**config.mk**
```make
export PLATFORM = sky130hd
export DESIGN_NAME = tw_reg_slave
export DESIGN_NICKNAME = d
export VERILOG_FILES = /design/src/rtl/tw_pkg.sv /design/src/rtl/tw_line_sync.sv /design/src/rtl/tw_reg_file.sv /design/src/rtl/tw_bus_fsm.sv /design/src/rtl/tw_reg_slave.sv
export SDC_FILE = /design/constraint.sdc
export NUM_CORES = 1
export LEC_CHECK = 0
export BUFFER_PORTS_ARGS = -buffer_cell sky130_fd_sc_hd__buf_2
export CAP_MARGIN = 15
export CORE_ASPECT_RATIO = 0.5
export CORE_MARGIN = 3
export CORE_UTILIZATION = 57
export CTS_CLUSTER_DIAMETER = 50
export CTS_CLUSTER_SIZE = 10
export DETAILED_ROUTE_END_ITERATION = 7
export GPL_TIMING_DRIVEN = 1
export PLACE_DENSITY = 0.86
export SLEW_MARGIN = 0
export SYNTH_ARGS = -nofsm -noshare
export SYNTH_HDL_FRONTEND = slang
export SYNTH_SLANG_ARGS = --single-unit
```
**constraint.sdc**
```tcl
create_clock -name clk -period 3.1 [get_ports clk]
set_input_delay 0.465 -clock clk [delete_from_list [all_inputs] [get_ports clk]]
set_output_delay 0.465 -clock clk [all_outputs]
set_load 0.01 [all_outputs]
```
**src/rtl/tw_pkg.sv**
```systemverilog
package tw_pkg;

    typedef enum logic [2:0] {
        ST_IDLE,
        ST_ADDR,
        ST_PTR,
        ST_WDATA,
        ST_ACK,
        ST_TX,
        ST_MACK
    } tw_state_e;

    typedef enum logic [1:0] {
        REG_TEMP  = 2'b00,
        REG_CFG   = 2'b01,
        REG_THYST = 2'b10,
        REG_TOS   = 2'b11
    } reg_sel_e;

    localparam logic [3:0]  DEV_PREFIX     = 4'b1001;
    localparam logic [7:0]  SOFT_RESET_CMD = 8'h54;
    localparam logic [15:0] TOS_DEFAULT    = 16'h5000;
    localparam logic [15:0] THYST_DEFAULT  = 16'h4B00;
    localparam logic [6:0]  CFG_DEFAULT    = 7'h00;

    typedef struct packed {
        logic       valid;
        reg_sel_e   sel;
        logic       idx;
        logic [7:0] data;
    } wr_req_t;

    function automatic logic is_wide(reg_sel_e s);
        return s != REG_CFG;
    endfunction

    function automatic logic [7:0] byte_pick(logic [15:0] w, logic idx);
        return idx ? w[7:0] : w[15:8];
    endfunction

    function automatic logic write_fits(reg_sel_e s, logic [1:0] idx);
        case (s)
            REG_CFG:             return idx == 2'd0;
            REG_THYST, REG_TOS:  return !idx[1];
            default:             return 1'b0;
        endcase
    endfunction

endpackage

```
**src/rtl/tw_line_sync.sv**
```systemverilog
module tw_line_sync #(
    parameter int LINES  = 2,
    parameter int STAGES = 2
) (
    input  logic             clk,
    input  logic             rst,
    input  logic [LINES-1:0] raw,
    output logic [LINES-1:0] now_q,
    output logic [LINES-1:0] prev_q
);
    localparam int DEPTH = STAGES + 1;

    for (genvar g = 0; g < LINES; g++) begin : g_line
        logic [DEPTH-1:0] pipe;
        always_ff @(posedge clk) begin
            if (rst) pipe <= '1;
            else     pipe <= {pipe[DEPTH-2:0], raw[g]};
        end
        assign now_q[g]  = pipe[STAGES-1];
        assign prev_q[g] = pipe[STAGES];
    end
endmodule

```
**src/rtl/tw_reg_file.sv**
```systemverilog
module tw_reg_file
    import tw_pkg::*;
(
    input  logic         clk,
    input  logic         rst,
    input  logic         soft_rst,
    input  logic         ptr_we,
    input  reg_sel_e     ptr_val,
    input  wr_req_t      wr,
    input  logic         snap,
    input  logic [15:0]  temp_in,
    input  logic         rd_idx,
    output reg_sel_e     ptr,
    output logic [7:0]   rd_byte,
    output logic [7:0]   cfg_out,
    output logic [15:0]  thyst_out,
    output logic [15:0]  tos_out
);
    logic [6:0]  cfg_q;
    logic [15:0] thyst_q, tos_q, temp_snap;

    always_ff @(posedge clk) begin
        if (rst || soft_rst) begin
            ptr     <= REG_TEMP;
            cfg_q   <= CFG_DEFAULT;
            thyst_q <= THYST_DEFAULT;
            tos_q   <= TOS_DEFAULT;
        end else begin
            if (ptr_we) ptr <= ptr_val;
            if (wr.valid) begin
                case (wr.sel)
                    REG_CFG: cfg_q <= wr.data[6:0];
                    REG_THYST: begin
                        if (wr.idx) thyst_q[7:4]  <= wr.data[7:4];
                        else        thyst_q[15:8] <= wr.data;
                    end
                    REG_TOS: begin
                        if (wr.idx) tos_q[7:4]  <= wr.data[7:4];
                        else        tos_q[15:8] <= wr.data;
                    end
                    default: ;
                endcase
            end
        end
    end

    always_ff @(posedge clk) begin
        if (rst)       temp_snap <= '0;
        else if (snap) temp_snap <= {temp_in[15:4], 4'h0};
    end

    always_comb begin
        case (ptr)
            REG_TEMP:  rd_byte = byte_pick(temp_snap, rd_idx);
            REG_CFG:   rd_byte = {1'b0, cfg_q};
            REG_THYST: rd_byte = byte_pick(thyst_q, rd_idx);
            default:   rd_byte = byte_pick(tos_q, rd_idx);
        endcase
    end

    assign cfg_out   = {1'b0, cfg_q};
    assign thyst_out = thyst_q;
    assign tos_out   = tos_q;
endmodule

```
**src/rtl/tw_bus_fsm.sv**
```systemverilog
module tw_bus_fsm
    import tw_pkg::*;
#(
    parameter int TIMEOUT_CYC = 1000000
) (
    input  logic        clk,
    input  logic        rst,
    input  logic        scl,
    input  logic        scl_prev,
    input  logic        sda,
    input  logic        sda_prev,
    input  logic [2:0]  dev_pins,
    input  reg_sel_e    ptr,
    input  logic [7:0]  rd_byte,
    output logic        sda_oe,
    output logic        ptr_we,
    output reg_sel_e    ptr_val,
    output wr_req_t     wr,
    output logic        snap,
    output logic        rd_idx,
    output logic        soft_rst,
    output logic        rd_done
);
    localparam int TW = $clog2(TIMEOUT_CYC + 1);
    localparam logic [TW-1:0] TMO_LAST = TW'(TIMEOUT_CYC - 1);

    tw_state_e      state, after;
    logic           ack_held, more;
    logic [3:0]     bitcnt;
    logic [1:0]     idx;
    logic [7:0]     shreg, txreg;
    logic [TW-1:0]  tmo_cnt;

    logic scl_rise, scl_fall, start_c, stop_c;
    logic [7:0] rx_byte;

    assign scl_rise = scl & ~scl_prev;
    assign scl_fall = ~scl & scl_prev;
    assign start_c  = scl & scl_prev & sda_prev & ~sda;
    assign stop_c   = scl & scl_prev & ~sda_prev & sda;
    assign rx_byte  = {shreg[6:0], sda};
    assign rd_idx   = idx[0];

    always_ff @(posedge clk) begin
        if (rst) begin
            state    <= ST_IDLE;
            after    <= ST_IDLE;
            ack_held <= 1'b0;
            more     <= 1'b0;
            bitcnt   <= '0;
            idx      <= '0;
            shreg    <= '0;
            txreg    <= '0;
            tmo_cnt  <= '0;
            sda_oe   <= 1'b0;
            ptr_we   <= 1'b0;
            ptr_val  <= REG_TEMP;
            wr       <= '0;
            snap     <= 1'b0;
            soft_rst <= 1'b0;
            rd_done  <= 1'b0;
        end else begin
            ptr_we   <= 1'b0;
            wr.valid <= 1'b0;
            snap     <= 1'b0;
            soft_rst <= 1'b0;
            rd_done  <= 1'b0;
            tmo_cnt  <= sda_oe ? tmo_cnt + 1'b1 : '0;

            if (sda_oe && tmo_cnt == TMO_LAST) begin
                sda_oe <= 1'b0;
                state  <= ST_IDLE;
            end else if (start_c) begin
                state  <= ST_ADDR;
                bitcnt <= '0;
                sda_oe <= 1'b0;
            end else if (stop_c) begin
                state  <= ST_IDLE;
                sda_oe <= 1'b0;
            end else begin
                case (state)
                    ST_ADDR, ST_PTR, ST_WDATA: begin
                        if (scl_rise) begin
                            shreg  <= rx_byte;
                            bitcnt <= bitcnt + 1'b1;
                            if (bitcnt == 4'd7) begin
                                bitcnt   <= '0;
                                ack_held <= 1'b0;
                                if (state == ST_ADDR) begin
                                    if (rx_byte[7:1] == {DEV_PREFIX, dev_pins}) begin
                                        state <= ST_ACK;
                                        idx   <= '0;
                                        after <= rx_byte[0] ? ST_TX : ST_PTR;
                                        snap  <= rx_byte[0];
                                    end else begin
                                        state <= ST_IDLE;
                                    end
                                end else if (state == ST_PTR) begin
                                    if (rx_byte == SOFT_RESET_CMD) begin
                                        soft_rst <= 1'b1;
                                        state    <= ST_IDLE;
                                    end else if (rx_byte[7:2] == 6'd0) begin
                                        ptr_we  <= 1'b1;
                                        ptr_val <= reg_sel_e'(rx_byte[1:0]);
                                        idx     <= '0;
                                        state   <= ST_ACK;
                                        after   <= ST_WDATA;
                                    end else begin
                                        state <= ST_IDLE;
                                    end
                                end else begin
                                    if (write_fits(ptr, idx)) begin
                                        wr    <= '{valid: 1'b1, sel: ptr, idx: idx[0], data: rx_byte};
                                        idx   <= idx + 1'b1;
                                        state <= ST_ACK;
                                        after <= ST_WDATA;
                                    end else begin
                                        state <= ST_IDLE;
                                    end
                                end
                            end
                        end
                    end
                    ST_ACK: begin
                        if (scl_fall) begin
                            if (!ack_held) begin
                                sda_oe   <= 1'b1;
                                ack_held <= 1'b1;
                            end else begin
                                state  <= after;
                                bitcnt <= '0;
                                if (after == ST_TX) begin
                                    txreg  <= rd_byte;
                                    sda_oe <= ~rd_byte[7];
                                end else begin
                                    sda_oe <= 1'b0;
                                end
                            end
                        end
                    end
                    ST_TX: begin
                        if (scl_rise) begin
                            bitcnt <= bitcnt + 1'b1;
                        end else if (scl_fall) begin
                            if (bitcnt == 4'd8) begin
                                sda_oe <= 1'b0;
                                more   <= 1'b0;
                                state  <= ST_MACK;
                            end else begin
                                txreg  <= {txreg[6:0], 1'b0};
                                sda_oe <= ~txreg[6];
                            end
                        end
                    end
                    ST_MACK: begin
                        if (scl_rise) begin
                            if (!sda && is_wide(ptr) && idx == 2'd0) begin
                                more <= 1'b1;
                                idx  <= 2'd1;
                            end else begin
                                rd_done <= 1'b1;
                                state   <= ST_IDLE;
                            end
                        end else if (scl_fall && more) begin
                            more   <= 1'b0;
                            state  <= ST_TX;
                            bitcnt <= '0;
                            txreg  <= rd_byte;
                            sda_oe <= ~rd_byte[7];
                        end
                    end
                    default: ;
                endcase
            end
        end
    end
endmodule

```
**src/rtl/tw_reg_slave.sv**
```systemverilog
module tw_reg_slave
    import tw_pkg::*;
#(
    parameter int TIMEOUT_CYC = 1000000,
    parameter int SYNC_STAGES = 2
) (
    input  logic        clk,
    input  logic        rst,
    input  logic        scl_in,
    input  logic        sda_in,
    input  logic [2:0]  dev_pins,
    input  logic [15:0] temp_in,
    output logic        sda_oe,
    output logic [7:0]  cfg_out,
    output logic [15:0] thyst_out,
    output logic [15:0] tos_out,
    output logic        rd_strobe
);
    logic [1:0] line_now, line_prev;
    logic       ptr_we, snap, rd_idx, soft_rst;
    reg_sel_e   ptr_val, ptr;
    wr_req_t    wr;
    logic [7:0] rd_byte;

    tw_line_sync #(.LINES(2), .STAGES(SYNC_STAGES)) u_sync (
        .clk    (clk),
        .rst    (rst),
        .raw    ({scl_in, sda_in}),
        .now_q  (line_now),
        .prev_q (line_prev)
    );

    tw_bus_fsm #(.TIMEOUT_CYC(TIMEOUT_CYC)) u_fsm (
        .clk      (clk),
        .rst      (rst),
        .scl      (line_now[1]),
        .scl_prev (line_prev[1]),
        .sda      (line_now[0]),
        .sda_prev (line_prev[0]),
        .dev_pins (dev_pins),
        .ptr      (ptr),
        .rd_byte  (rd_byte),
        .sda_oe   (sda_oe),
        .ptr_we   (ptr_we),
        .ptr_val  (ptr_val),
        .wr       (wr),
        .snap     (snap),
        .rd_idx   (rd_idx),
        .soft_rst (soft_rst),
        .rd_done  (rd_strobe)
    );

    tw_reg_file u_regs (
        .clk       (clk),
        .rst       (rst),
        .soft_rst  (soft_rst),
        .ptr_we    (ptr_we),
        .ptr_val   (ptr_val),
        .wr        (wr),
        .snap      (snap),
        .temp_in   (temp_in),
        .rd_idx    (rd_idx),
        .ptr       (ptr),
        .rd_byte   (rd_byte),
        .cfg_out   (cfg_out),
        .thyst_out (thyst_out),
        .tos_out   (tos_out)
    );
endmodule

```
==> impl_results.md, run 1 <==
- ANT nets after route: 0
- Top Usage Layer GRT: met2
- Cts bufs inserted: 17
- Routability cong.: 0.959
- Core area: around 9500 sq um
- DRC viols: 0
- Die width: roughly 150 um
- Routing usage on met3: under 10%
- Vias post-DR: between 4000 and 5000
- Final #Nets: 697
- Post-Syn Instances: roughly 630
- I/O pins: 65
- Fin. max-slew vios: 0
- Max incr delay on CP: between 0.6 and 0.7 ns
- Worst path slowest cell: dfxtp_1
- Area delta synth->final: 15.0%
- Required time of the critical path: 3.44 ns
- Final period utilization: 79.4%
- Fillers: 710
- Met1 usage: 32.6%
- Total wire length: 13900 um
- Die area: between 10000 and 15000 sq um
- Setup WS post-layout: 0.638 ns
- Hold Crit Class: in -> reg
- Design Area, Final: 6510 sq um
- Critical Path Start Type: flip-flop
- Setup crit end kind: flip-flop
- Clock power frac: ~52%
- Main flop type after synthesis: dfxtp_1
- Vias/cell: 5.91
- Global Route met2 Usage: 37.7%
- Hold Crit Endpoint: u_sync.g_line[0].pipe[0]
- Initial antenna violation count: 0
- Sw Pwr: roughly 890 uW
- Final Non-Filler Cells: roughly 800
- CP Max Fanout: 11
- Reg-to-Reg End: u_fsm.state[1]
- Final-report setup violation count: 0
- Drt pass-1 iters: 5
- Count leader, synth: dfxtp_1
- Total power: approximately 3.6 mW
- Reg2Reg Depth: 7
- Number of flops mapped to enable cells by yosys: 0
- # rows: 25
- Worst flop-to-flop path startpoint: u_fsm.idx[0]
- Hold path startpoint: sda_in
- Max-slew headroom: 37.3%
- Chip height: 76.5 um
- Final hold vios: 0
- Initial DRC count: around 430
- CTS tree: built
- Outcome: completed
- Reg clk slew, reported paths: about 0.060 ns
- Placed Instances: 786
- Syn Area/Cell: 9.01 sq um
- Initial Util: about 59%
- Vias in the first global route: between 4000 and 5000
- Number of buffers added on ports: 51
- Final min period: about 2.5 ns
- Grt total ovfl: 0
- WP buf/inv: 1
- Fin Clk Skew: 0.00943 ns
- Commonest cells in the netlist: 118 x dfxtp_1, 96 x nor2_1, 60 x mux2i_1
- Root Driver: clkbuf_16
- Overall Global Routing Usage: roughly a quarter
- Peak Freq: 406 MHz
- Dpl cell area: 5940 sq um
- Worst Tran Pin Value: 0.936 ns
- Int Power: between 2 and 3 mW
- Seq/Total Area, Yosys: 41.7%
- Cts hold-fix bufs: 0
- Critical path class: reg -> reg
- Number of synthesized register bits: 118
- MaxCap Viol Count: 0
- Antenna diode count: 0
- Area share of the largest cell type after synthesis: between 40% and 50%
- PwrDens: about 560 nW/um^2
- Worst vdd ir: 428 uV
- Crit path arrival time: 2.80 ns
- Post-CTS setup buffers: 0
- WHS Path Cells: 2
- Wirelength per Cell: 16.9 um
- CP top delay family: flip-flops
- Cell accounting for the most synthesized area: dfxtp_1
- Clk sinks: 118
- Clock latency on the worst-skew pair: approximately 0.42 ns
- Combinational power share: 5.2%
- Number of distinct library cells after synthesis: 76
- Pin count of the biggest net entering global routing: 55
- Switch share: 24.6%
- Synth area leaders: dfxtp_1 42%, mux2i_1 11%, nor2_1 6.4%
- Synth warn: 0
- DP HPWL: 9190 um
- Share of cells above drive strength 1: 16.7%
- Cts repair resizes: 0
- Critical path, cell by cell: inv_1 -> ha_1 -> nand2b_1 -> o21ai_1 -> a211o_1 -> or4_1 -> a21oi_1
- Setup TNS: 0 ns
- Post-Syn Area: 5660 sq um
- RSZ-0062 raised after global routing: false
- Global-route wire length before repair: 22400 um
- Ys async rst share: 0%
- Power share of the sequential group: about 43%
- Flop2flop setup slack: 0.64 ns
- P_leak: 2.72 nW
- Clk buf depth: 2
- Pre-CTS WS: 0.752 ns
- CTS H-tree depth: 4
power groups by stage:
stage	sequential [mW]	combinational [mW]	clock, mW
after CTS	1.56	0.186	1.89
after global placement	1.59	0.181	0
after floorplan	1.57	0.174	0
after detailed placement	1.59	0.184	0
final	1.56	0.190	1.88
after global routing	1.56	0.209	1.97
sequential cells by signal, indices dropped and copies added, names as in the netlist, 2 cells and up:
name                count
u_fsm.after             3
u_fsm.bitcnt            4
u_fsm.idx               2
u_fsm.ptr_val           2
u_fsm.shreg             7
u_fsm.state             3
u_fsm.tmo_cnt          20
u_fsm.txreg             7
u_fsm.wr               12
u_regs.cfg_q            7
u_regs.ptr              2
u_regs.temp_snap       12
u_regs.thyst_out       12
u_regs.tos_out         12
u_sync.g_line.pipe      6
metal layers:
metal  share of wire, %  wire (um)
met1                 45       6260
met2                 45       6240
met3                7.9       1090
met4                1.8        253
met5                  0          0
area by class of cell:
cell class / count / area (sq um) / share of cell area [%]
clock buffers: 18 / 439 / 6.75
clock inverters: 14 / 129 / 1.98
inverters: 11 / 41.3 / 0.634
multi-input cells: 465 / 3070 / 47.1
flip-flops and latches: 118 / 2360 / 36.3
well taps: 135 / 169 / 2.60
repair buffers: 57 / 300 / 4.61
layout by cell type, fill, tap and decap left out, types with 7 or more instances in the layout:
cell / n
nor3_1: 10
mux2i_1: 60
nand2_1: 58
clkbuf_16: 17
inv_1: 10
xor2_1: 12
conb_1: 9
dfxtp_1: 118
nor2_1: 96
o211ai_1: 8
nand4_1: 11
nand2b_1: 9
nand3b_1: 7
o21ai_0: 11
nand3_1: 19
a21oi_1: 27
buf_2: 51
xnor2_1: 10
cells by family (layout without fill, tap and decap cells):
logic type | after synthesis | after routing | synth area share (%)
xor+xnor | 22 | 22 | 3.40
compound gates | 104 | 104 | 13.6
fa+ha+maj | 4 | 4 | 0.884
mux | 68 | 68 | 12.8
flops | 118 | 118 | 41.7
simple gates | 258 | 258 | 22.9
buf+inv | 53 | 100 | 4.60
other cells | 1 | 9 | 0.0662
metrics by stage:
| stage | utilization (%) | hold WS (ns) |
|---|---|---|
| 2_1_floorplan | - | 0.389 |
| 3_5_place_dp | 62.3 | 0.394 |
| 6_report | 68.2 | 0.239 |
| 3_3_place_gp | 62.3 | 0.391 |
| 5_1_grt | 68.2 | 0.227 |
| 4_1_cts | 68.2 | 0.225 |
how the worst max path moves through the flow:
stage	startpoint	endpoint	slack [ns]	cells past startpoint
CTS	u_fsm.idx[0]	u_fsm.state[1]	0.70	7
detailed placement	u_fsm.idx[0]	u_fsm.state[1]	0.75	7
global placement	u_fsm.idx[0]	u_fsm.state[1]	0.79	7
finish	u_fsm.idx[0]	u_fsm.state[1]	0.64	7
floorplan	u_fsm.idx[0]	u_fsm.after[1]	1.14	8
global route	u_fsm.state[2]	u_fsm.txreg[0]	0.50	5
Note: power is estimated with default switching activity, not from simulation.
==> run 2: changes to the inputs <==
--- a/config.mk
+++ b/config.mk
@@ -9,12 +9,12 @@
 export CAP_MARGIN = 15
 export CORE_ASPECT_RATIO = 0.5
 export CORE_MARGIN = 3
-export CORE_UTILIZATION = 57
+export CORE_UTILIZATION = 53
 export CTS_CLUSTER_DIAMETER = 50
 export CTS_CLUSTER_SIZE = 10
 export DETAILED_ROUTE_END_ITERATION = 7
 export GPL_TIMING_DRIVEN = 1
-export PLACE_DENSITY = 0.86
+export PLACE_DENSITY = 0.84
 export SLEW_MARGIN = 0
 export SYNTH_ARGS = -nofsm -noshare
 export SYNTH_HDL_FRONTEND = slang
==> constraint.sdc (replaced) <==
create_clock -name clk -period 2.1 [get_ports clk]
set_input_delay 0.315 -clock clk [delete_from_list [all_inputs] [get_ports clk]]
set_output_delay 0.315 -clock clk [all_outputs]
set_load 0.01 [all_outputs]
==> run 2 against run 1 <==
Compared with the run above: core utilization grew 0.22 points; fmax up 24%; clock power up 43%; sequential cell count did not move.
==> impl_results.md, run 2 (synthesis gave the netlist of run 1 again) <==
- Outcome: completed (unchanged)
- Die area: 12000 sq um (was 11200 sq um)
- I/O pins: 65 (unchanged)
- Number of flip-flops in the largest register: 20 (unchanged)
- Peak Freq: 502 MHz (was 406 MHz)
- Hold Crit Endpoint: u_sync.g_line[1].pipe[0] (was u_sync.g_line[0].pipe[0])
- Final Util: 68.4% (was 68.2%)
- ANT nets after route: 0 (unchanged)
- Largest Register: u_fsm.tmo_cnt (unchanged)
- Number of buffers added on ports: 51 (unchanged)
- Reg2Reg Depth: 5 (was 7)
- Share of cells above drive strength 1: 21.1% (was 16.7%)
- Worst flop-to-flop path startpoint: u_sync.g_line[1].pipe[1] (was u_fsm.idx[0])
- Hold Crit Class: in -> reg (unchanged)
- Initial Util: 57.1% (was 59.3%)
- Die width: 152 um (was 147 um)
- Global-route wire length before repair: 23900 um (was 22400 um)
- Clock power frac: 50.5% (was 51.8%)
- Worst Tran Pin Value: 0.692 ns (was 0.936 ns)
- CTS H-tree depth: 4 (unchanged)
- Final #Nets: 731 (was 697)
- Clock latency on the worst-skew pair: 0.42 ns (about the same)
- DRC viols: 0 (unchanged)
- PwrDens: 784 nW/um^2 (was 557 nW/um^2)
- Wirelength per Cell: 17.3 um (was 16.9 um)
- P_leak: 2.90 nW (was 2.72 nW)
- Clk buf depth: 2 (unchanged)
- Final min period: 1.99 ns (was 2.46 ns)
- Antenna diode count: 0 (unchanged)
- Commonest cells after routing, fill and taps aside: 118 x dfxtp_1, 96 x nor2_1, 60 x mux2i_1 (unchanged)
- Vias/cell: 5.84 (was 5.91)
- Max-slew headroom: 53.8% (was 37.3%)
- Final hold vios: 0 (unchanged)
- Pre-CTS WS: -0.174 ns (was 0.752 ns)
- Fin. max-slew vios: 0 (unchanged)
- Clk sinks: 118 (unchanged)
- Chip height: 79.1 um (was 76.5 um)
- Setup crit end kind: flip-flop (unchanged)
- Worst vdd ir: 496 uV (was 428 uV)
- Root Driver: clkbuf_16 (unchanged)
- Final-report setup violation count: 0 (unchanged)
- Overall Global Routing Usage: 24.6% (was 24.8%)
- Hold path startpoint: scl_in (was sda_in)
- Int Power: 3.94 mW (was 2.73 mW)
- Core area: 9920 sq um (was 9540 sq um)
- Vias in the first global route: 4801 (was 4473)
- Reg-to-Reg End: u_fsm.state[1] (unchanged)
- Pin count of the biggest net entering global routing: 33 (was 55)
- DP HPWL: 10400 um (was 9190 um)
- Crit path arrival time: 2.34 ns (was 2.80 ns)
- CTS tree: built (unchanged)
- Setup WS post-layout: 0.109 ns (was 0.638 ns)
- Grt total ovfl: 0 (unchanged)
- Cts bufs inserted: 17 (unchanged)
- Power share of the sequential group: 42.9% (was 43.0%)
- RSZ-0062 raised after global routing: false (unchanged)
- Routability cong.: 0.949 (was 0.959)
- WHS Path Cells: 2 (unchanged)
- MaxCap Viol Count: 0 (unchanged)
- Switch share: 26.0% (was 24.6%)
- Critical path class: reg -> reg (unchanged)
- Combinational power share: 6.6% (was 5.2%)
- Most common cell after layout, fill and taps aside: dfxtp_1 (unchanged)
- Critical Path Start Type: flip-flop (unchanged)
- Initial DRC count: 438 (was 433)
- Sw Pwr: 1.38 mW (was 892 uW)
- Total wire length: 14700 um (was 13900 um)
- Fin Clk Skew: 0.00813 ns (was 0.00943 ns)
- # rows: 25 (unchanged)
- Final Non-Filler Cells: 852 (was 818)
- Final period utilization: 94.8% (was 79.4%)
- Required time of the critical path: 2.45 ns (was 3.44 ns)
- Flop2flop setup slack: 0.11 ns (was 0.64 ns)
- Reg clk slew, reported paths: 0.06 ns (about the same)
- Fillers: 748 (was 710)
- Drt pass-1 iters: 6 (was 5)
- Vias post-DR: 4974 (was 4831)
- Initial antenna violation count: 0 (unchanged)
- Area delta synth->final: 19.9% (was 15.0%)
- Cts hold-fix bufs: 0 (unchanged)
- Placed Instances: 820 (was 786)
- CP Max Fanout: 7 (was 11)
-- run 2: area by class of cell --
class                   count  area (sq um)  area share [%]
inverters                  11          41.3           0.608
multi-input cells         465          3100            45.6
well taps                 135           169            2.49
clock buffers              17           425            6.27
clock inverters            15           121            1.79
repair buffers             91           572            8.43
flip-flops and latches    118          2360            34.8
-- run 2: how the worst max path moves through the flow --
stage | startpoint | end | slack [ns] | depth (start not counted)
after floorplan | u_fsm.idx[0] | u_fsm.after[1] | 0.14 | 8
after global placement | u_fsm.tmo_cnt[0] | u_fsm.wr[11] | -0.07 | 7
after detailed placement | u_fsm.tmo_cnt[0] | u_fsm.wr[11] | -0.17 | 7
after CTS | u_fsm.tmo_cnt[0] | u_fsm.ptr_val[1] | 0.04 | 7
after global routing | u_fsm.tmo_cnt[0] | u_fsm.idx[1] | 0.009 | 7
final | u_sync.g_line[1].pipe[1] | u_fsm.state[1] | 0.11 | 5
-- run 2: metal layers --
| metal | track usage, % | share of wire (%) |
|---|---|---|
| met1 | 31.1 | 43 |
| met4 | 9.51 | 2.3 |
| met3 | 6.75 | 8.6 |
| met2 | 40.6 | 46 |
| met5 | 0 | 0 |
-- run 2: timing repair --
action                                  CTS  global route
buffers inserted                          0             0
hold endpoints to repair                  0             0
pin swaps                                 0             1
endpoints found under the setup margin    1            26
gates resized for setup                   2             4
-- run 2: critical path, stage by stage (launching register included) --
cell	delay [ns]
dfxtp_1	0.45
nor2b_1	0.33
o21ai_1	0.18
a211o_1	0.32
or4_1	0.51
a21oi_1	0.13
-- run 2: stage by stage --
step	hold WS (ns)	area, sq um	power (mW)	TNS, ns
global placement	0.390	6210	2.66	-0.0672
finish	0.0807	6790	5.32	0
floorplan	0.389	5690	2.57	0
CTS	0.0700	6760	5.33	0
global route	0.0764	6790	5.48	0
detailed placement	0.393	6210	2.67	-0.174
-- run 2: power groups by stage --
stage               sequential [mW]  clock [mW]  combinational, mW
CTS                            2.28        2.71              0.343
floorplan                      2.31           0              0.257
global route                   2.29        2.82              0.377
finish                         2.28        2.69              0.350
global placement               2.33           0              0.333
detailed placement             2.33           0              0.340
